===== src/rtl/exc_ctx_pkg.sv =====
package exc_ctx_pkg;
  localparam int unsigned ADDR_W = 3;
  localparam int unsigned NUM_SAVE = 3;

  typedef enum logic [ADDR_W-1:0] {
    RA_SSR = 3'd0,
    RA_SPC = 3'd1,
    RA_SGR = 3'd2,
    RA_VBR = 3'd3,
    RA_DBR = 3'd4
  } reg_addr_e;

  typedef enum logic [1:0] {
    RD_NONE  = 2'd0,
    RD_ENTRY = 2'd1,
    RD_RET   = 2'd2
  } redir_kind_e;
endpackage


===== src/rtl/exc_ctx_regs.sv =====
module exc_ctx_regs
  import exc_ctx_pkg::*;
#(
  parameter int unsigned XLEN = 32,
  parameter logic [XLEN-1:0] VBR_RST = '0
) (
  input  logic              clk,
  input  logic              rst_n,
  input  logic              exc_take,
  input  logic [XLEN-1:0]   status_in,
  input  logic [XLEN-1:0]   fault_pc,
  input  logic [XLEN-1:0]   r15_in,
  input  logic              priv,
  input  logic              rp_we,
  input  logic [ADDR_W-1:0] rp_addr,
  input  logic [XLEN-1:0]   rp_wdata,
  output logic [XLEN-1:0]   rp_rdata,
  output logic              illegal,
  output logic [XLEN-1:0]   ssr,
  output logic [XLEN-1:0]   spc,
  output logic [XLEN-1:0]   sgr,
  output logic [XLEN-1:0]   vbr,
  output logic [XLEN-1:0]   dbr
);
  logic [XLEN-1:0] save_q   [NUM_SAVE];
  logic [XLEN-1:0] save_src [NUM_SAVE];
  logic            wr_ok;

  assign wr_ok       = rp_we && priv;
  assign save_src[0] = status_in;
  assign save_src[1] = fault_pc;
  assign save_src[2] = r15_in;

  // Shadow registers have no defined reset value, so they carry no reset.
  for (genvar i = 0; i < NUM_SAVE; i++) begin : g_save
    always_ff @(posedge clk) begin
      if (exc_take) begin
        save_q[i] <= save_src[i];
      end else if (wr_ok && (rp_addr == ADDR_W'(i))) begin
        save_q[i] <= rp_wdata;
      end
    end
  end

  assign ssr = save_q[0];
  assign spc = save_q[1];
  assign sgr = save_q[2];

  always_ff @(posedge clk) begin
    if (!rst_n) begin
      vbr <= VBR_RST;
    end else if (wr_ok && rp_addr == RA_VBR) begin
      vbr <= rp_wdata;
    end
  end

  always_ff @(posedge clk) begin
    if (wr_ok && rp_addr == RA_DBR) begin
      dbr <= rp_wdata;
    end
  end

  always_ff @(posedge clk) begin
    if (!rst_n) begin
      illegal <= 1'b0;
    end else begin
      illegal <= rp_we && !priv;
    end
  end

  always_comb begin
    rp_rdata = '0;
    if (priv) begin
      case (rp_addr)
        RA_SSR:  rp_rdata = ssr;
        RA_SPC:  rp_rdata = spc;
        RA_SGR:  rp_rdata = sgr;
        RA_VBR:  rp_rdata = vbr;
        RA_DBR:  rp_rdata = dbr;
        default: rp_rdata = '0;
      endcase
    end
  end

  AST_SSR_CAPTURE: assert property (@(posedge clk) disable iff (!rst_n)
    exc_take |=> ssr == $past(status_in));
  AST_SPC_CAPTURE: assert property (@(posedge clk) disable iff (!rst_n)
    exc_take |=> spc == $past(fault_pc));
  AST_SGR_CAPTURE: assert property (@(posedge clk) disable iff (!rst_n)
    exc_take |=> sgr == $past(r15_in));
  AST_USER_WR_DROPPED: assert property (@(posedge clk) disable iff (!rst_n)
    (rp_we && !priv && !exc_take) |=> ($stable(vbr) && $stable(ssr) && illegal));
  AST_ILLEGAL_CAUSE: assert property (@(posedge clk) disable iff (!rst_n)
    !(rp_we && !priv) |=> !illegal);
  AST_ENTRY_BEATS_WRITE: assert property (@(posedge clk) disable iff (!rst_n)
    (exc_take && rp_we && priv && rp_addr == RA_SPC) |=> spc == $past(fault_pc));
endmodule


===== src/rtl/exc_ctx_vector.sv =====
module exc_ctx_vector #(
  parameter int unsigned XLEN  = 32,
  parameter int unsigned OFF_W = 12
) (
  input  logic [XLEN-1:0]  vbr,
  input  logic [XLEN-1:0]  dbr,
  input  logic [OFF_W-1:0] cause_off,
  input  logic             dbg_en,
  input  logic             ubreak,
  output logic [XLEN-1:0]  handler
);
  localparam int unsigned PAD_W = XLEN - OFF_W;

  logic [XLEN-1:0] off_ext;
  logic [XLEN-1:0] vec_target;
  logic            use_dbg;

  assign off_ext    = {{PAD_W{1'b0}}, cause_off};
  assign vec_target = vbr + off_ext;
  assign use_dbg    = dbg_en && ubreak;
  assign handler    = use_dbg ? dbr : vec_target;
endmodule


===== src/rtl/exc_ctx_seq.sv =====
module exc_ctx_seq
  import exc_ctx_pkg::*;
#(
  parameter int unsigned XLEN = 32,
  parameter logic [XLEN-1:0] PC_RST = 32'hA000_0000
) (
  input  logic            clk,
  input  logic            rst_n,
  input  logic            exc_take,
  input  logic            ret_take,
  input  logic [XLEN-1:0] handler,
  input  logic [XLEN-1:0] spc,
  input  logic [XLEN-1:0] ssr,
  output logic            redirect_valid,
  output logic [XLEN-1:0] redirect_pc,
  output logic            sr_load,
  output logic [XLEN-1:0] sr_restore,
  output logic [XLEN-1:0] cur_pc
);
  redir_kind_e     kind;
  logic [XLEN-1:0] target;

  always_comb begin
    if (exc_take) begin
      kind   = RD_ENTRY;
      target = handler;
    end else if (ret_take) begin
      kind   = RD_RET;
      target = spc;
    end else begin
      kind   = RD_NONE;
      target = cur_pc;
    end
  end

  always_ff @(posedge clk) begin
    if (!rst_n) begin
      redirect_valid <= 1'b0;
      redirect_pc    <= PC_RST;
      sr_load        <= 1'b0;
      sr_restore     <= '0;
      cur_pc         <= PC_RST;
    end else begin
      redirect_valid <= kind != RD_NONE;
      sr_load        <= kind == RD_RET;
      if (kind != RD_NONE) begin
        redirect_pc <= target;
        cur_pc      <= target;
      end
      if (kind == RD_RET) begin
        sr_restore <= ssr;
      end
    end
  end

  AST_ENTRY_TARGET: assert property (@(posedge clk) disable iff (!rst_n)
    exc_take |=> (redirect_valid && !sr_load && redirect_pc == $past(handler)));
  AST_RETURN_TARGET: assert property (@(posedge clk) disable iff (!rst_n)
    (ret_take && !exc_take) |=> (redirect_valid && sr_load && redirect_pc == $past(spc)
                                 && sr_restore == $past(ssr)));
  AST_REDIRECT_PULSE: assert property (@(posedge clk) disable iff (!rst_n)
    !(exc_take || ret_take) |=> (!redirect_valid && $stable(cur_pc)));
  AST_PC_FOLLOWS: assert property (@(posedge clk) disable iff (!rst_n)
    redirect_valid |-> cur_pc == redirect_pc);
endmodule


===== src/rtl/exc_ctx_unit.sv =====
module exc_ctx_unit
  import exc_ctx_pkg::*;
#(
  parameter int unsigned XLEN  = 32,
  parameter int unsigned OFF_W = 12,
  parameter logic [XLEN-1:0] VBR_RST = '0,
  parameter logic [XLEN-1:0] PC_RST  = 32'hA000_0000
) (
  input  logic              clk,
  input  logic              rst_n,
  input  logic [XLEN-1:0]   status_in,
  input  logic [XLEN-1:0]   fault_pc,
  input  logic [XLEN-1:0]   r15_in,
  input  logic              exc_take,
  input  logic [OFF_W-1:0]  cause_off,
  input  logic              ubreak,
  input  logic              dbg_en,
  input  logic              ret_take,
  input  logic              priv,
  input  logic              rp_we,
  input  logic [ADDR_W-1:0] rp_addr,
  input  logic [XLEN-1:0]   rp_wdata,
  output logic [XLEN-1:0]   rp_rdata,
  output logic              illegal,
  output logic              redirect_valid,
  output logic [XLEN-1:0]   redirect_pc,
  output logic              sr_load,
  output logic [XLEN-1:0]   sr_restore,
  output logic [XLEN-1:0]   cur_pc
);
  logic [XLEN-1:0] ssr, spc, sgr, vbr, dbr, handler;

  exc_ctx_regs #(.XLEN(XLEN), .VBR_RST(VBR_RST)) u_regs (
    .clk(clk), .rst_n(rst_n), .exc_take(exc_take),
    .status_in(status_in), .fault_pc(fault_pc), .r15_in(r15_in),
    .priv(priv), .rp_we(rp_we), .rp_addr(rp_addr), .rp_wdata(rp_wdata),
    .rp_rdata(rp_rdata), .illegal(illegal),
    .ssr(ssr), .spc(spc), .sgr(sgr), .vbr(vbr), .dbr(dbr)
  );

  exc_ctx_vector #(.XLEN(XLEN), .OFF_W(OFF_W)) u_vec (
    .vbr(vbr), .dbr(dbr), .cause_off(cause_off),
    .dbg_en(dbg_en), .ubreak(ubreak), .handler(handler)
  );

  exc_ctx_seq #(.XLEN(XLEN), .PC_RST(PC_RST)) u_seq (
    .clk(clk), .rst_n(rst_n), .exc_take(exc_take), .ret_take(ret_take),
    .handler(handler), .spc(spc), .ssr(ssr),
    .redirect_valid(redirect_valid), .redirect_pc(redirect_pc),
    .sr_load(sr_load), .sr_restore(sr_restore), .cur_pc(cur_pc)
  );

  AST_DEBUG_BASE: assert property (@(posedge clk) disable iff (!rst_n)
    (exc_take && dbg_en && ubreak) |=> redirect_pc == $past(dbr));
  AST_RESET_STATE: assert property (@(posedge clk)
    !rst_n |=> (cur_pc == PC_RST && !redirect_valid && !sr_load && !illegal));
endmodule


===== config.mk =====
export PLATFORM = sky130hd
export DESIGN_NAME = exc_ctx_unit
export DESIGN_NICKNAME = d
export VERILOG_FILES = /design/src/rtl/exc_ctx_pkg.sv /design/src/rtl/exc_ctx_regs.sv /design/src/rtl/exc_ctx_vector.sv /design/src/rtl/exc_ctx_seq.sv /design/src/rtl/exc_ctx_unit.sv
export SDC_FILE = /design/constraint.sdc
export NUM_CORES = 1
export LEC_CHECK = 0
export BUFFER_PORTS_ARGS = -buffer_cell sky130_fd_sc_hd__buf_2
export CORE_ASPECT_RATIO = 1.25
export CORE_MARGIN = 2
export CORE_UTILIZATION = 28
export DETAILED_ROUTE_END_ITERATION = 8
export PLACE_DENSITY = 0.47
export SYNTH_ARGS = -nofsm -noshare
export SYNTH_HDL_FRONTEND = slang
export SYNTH_SLANG_ARGS = --single-unit

===== constraint.sdc =====
create_clock -name clk -period 5.2 [get_ports clk]
set_clock_uncertainty 0.15 [all_clocks]
set_input_delay 0.26 -clock clk [delete_from_list [all_inputs] [get_ports clk]]
set_output_delay 0.26 -clock clk [all_outputs]
set_load 0.02 [all_outputs]

==> flow_summary.ini <==
[setup_path]
r2r_end = u_seq.redirect_pc[22]$_SDFFE_PN0P_
reg2reg_slack_ns = 2.36
r2r_cells = 9
crit_required_ns = 4.79
crit_start = rp_addr[0]
critPathLaunchType = input pin
critical_path_class = input pin to primary output
crit_path_end_kind = primary output
cp_max_fo = 36
r2r-start = u_regs.vbr[0]$_SDFFE_PN0P_
critPathArrivalTime_ns = 2.62

[global_route]
first_global_vias = 10143
gr-usage-all-layers = 0.196
grt_start_max_net_pins = 66
grt_first_pass_wirelength_um = 64100
antenna_found_initial = 1
grt_overflow = 0

[floorplan]
coreArea_um2 = 41800
dieArea_um2 = 43900
fp.dieW_um = 188
start_util = 0.282
die_h_um = 234
rows = 84
top_level_ports = 282

[cells_and_area]
seqCellArea_um2 = 5830
final_area_um2 = 15700
area_delta_synth_final_pct = 32.6
multi_input_area_um2 = 5440
nNetsFinal = 1637
layout-drive-gt1-share = 0.315
final_cells = 2054
antenna_cells = 0
layout_common_cells = buf_2, nand2_1, dlygate4sd3_1
final_common_cell = buf_2
fillers = 4276

[cts]
clk_path_buf_depth = 3
clk_pin_slew_ns = 0.06
root_buffer = clkbuf_16
clock_latency_ns = 0.57
cts_tree = yes
cts_resized = 0
cts_made_buffers = 28
htree_levels = 1
clock_sinks = 227

[routing]
ant_nets = 0
drt-pass1-iter-count = 5
vias = 10146
postRouteWirelength_um = 44200
avgRoutedWirePerCell_um = 21.5
drcViolationCount = 0
drt_iter0_drc = 522
vias_per_cell = 4.94

[sta]
slew_headroom = 0.155
min_period_ns = 3.03
fin_crit_sh = 0.582
rsz0062_at_grt = false
worstMarginPinSlew_ns = 1.27
slew_viol_final = 0
hold_viol_final = 0
setup_viol = 0
fmaxAchievable_mhz = 330
setup_tns_ns = 0

[placement]
portBuffers = 281
post-place-cells = 1872
gp_congestion = 0.747
dpl_cell_area_um2 = 13500
post-dp-hpwl_um = 28700

[synth]
ys_seq_elements = 227
syn-num-nets = 1294
ys_warn_count = 0
netlist_instances = 1130
synth-edff-count = 128
ys.flop_type = edfxtp_1
async_reset_ff_frac = 0
yosysUniqueCellTypes = 62
synth_area_um2 = 11800
avgSynthCellArea_um2 = 10.5
ys_seq_area_frac = 0.493

[power_and_ir_drop]
power.leakage_nw = 6.32
powerDensity_nw_per_um2 = 295
ir_worst_vdd_mv = 0.225

[worst_hold_path]
min_to = u_seq.redirect_pc[0]$_SDFFE_PN0P_
hold_depth = 5
hp-start = cause_off[0]
hp-class = input pin to flip-flop

[run]
drv_cap = 0

[status]
status = completed
## Yosys cell counts, types with 3 or more instances
library cell    n  share of area
mux2i_1        56          0.047
buf_4          32          0.020
o211ai_1        5         0.0032
o21a_1          7         0.0044
and2_1         34          0.018
nand3_1        22         0.0093
a22oi_1        32          0.020
nor2b_1         3         0.0016
clkbuf_1       51          0.016
nand2_1       172          0.055
a211oi_1        4         0.0025
o21ai_0        20         0.0085
mux2_2        105           0.10
buf_1          10         0.0032
o311ai_0        8         0.0059
buf_2          15         0.0064
a21o_1          6         0.0038
a211o_1         3         0.0022
dfxtp_1        99           0.17
xor2_1         15          0.011
a21boi_0       64          0.041
a31oi_1         7         0.0037
o22ai_1        33          0.017
nand4_1        13         0.0069
and3_1          7         0.0037
ha_1           12          0.013
nand3_2         4         0.0034
o21ai_1         3         0.0013
inv_1           5         0.0016
o221ai_1        4         0.0030
edfxtp_1      128           0.33
a21oi_1        54          0.023
nor2_1         57          0.018
nor3_1          3         0.0013
xnor2_1         6         0.0044
## layer usage
metal,GRT usage,wire [µm]
met3,0.0237,1980
met4,0.0664,1240
met2,0.354,22300
met1,0.241,18600
met5,0,12
## worst max-delay path by stage
stage	endpoint	slack, ns	cells after the start
4_1_cts	rp_rdata[2]	2.16	7
3_3_place_gp	u_regs.save_q[2][14]$_DFFE_PP_	2.03	5
2_1_floorplan	u_regs.dbr[0]$_DFFE_PP_	0.73	3
5_1_grt	rp_rdata[12]	2.04	7
6_report	rp_rdata[12]	2.17	7
3_5_place_dp	u_regs.save_q[2][7]$_DFFE_PP_	1.97	5
## state kept, by name, indices dropped and copies added (netlist names)
register / flops
u_regs.save_q: 96
u_regs.dbr: 32
u_regs.vbr: 32
u_seq.redirect_pc: 32
u_seq.sr_restore: 32
u_regs.illegal: 1
u_seq.redirect_valid: 1
u_seq.sr_load: 1
## area by class of cell
class / count / share of cell area
sequential: 227 / 0.372
multi-input combinational: 784 / 0.348
timing repair buffer: 426 / 0.180
clock buffer: 37 / 0.0489
tap: 559 / 0.0447
clock inverter: 15 / 0.00511
inverter: 6 / 0.00144
## cell families after synthesis
family                     synth area share
AOI/OAI and AO/OA                     0.152
xor gates and xnor gates             0.0156
adders and majority gates            0.0144
buffers and inverters                0.0519
DFF                                   0.493
muxes                                 0.148
and+or+nand+nor                       0.126
## critical path: stages
cell    delay, ns
buf_2        0.11
buf_4        0.35
nor2_4       0.92
o21a_1       0.19
buf_4        0.36
and2_1       0.20
buf_2        0.17
## through the flow
stage	worst slack [ns]	total power, mW	hold slack (ns)	util
2_1_floorplan	0.725	2.47	0.182	-
3_3_place_gp	2.03	2.73	0.302	0.323
3_5_place_dp	1.97	2.74	0.305	0.323
4_1_cts	2.16	4.66	0.0495	0.374
5_1_grt	2.04	4.80	0.0918	0.374
6_report	2.17	4.61	0.0810	0.374
## report_power, final
group | switching, mW | internal (mW)
clock network | 0.813 | 1.03
registers | 0.0693 | 2.02
logic | 0.392 | 0.290
total | 1.27 | 3.34
## what timing repair did
item	4_1_cts	5_1_grt
hold buffers	130	0
buffers inserted	0	0
hold endpoints to repair	161	0
Power figures use the tool's default switching activity.
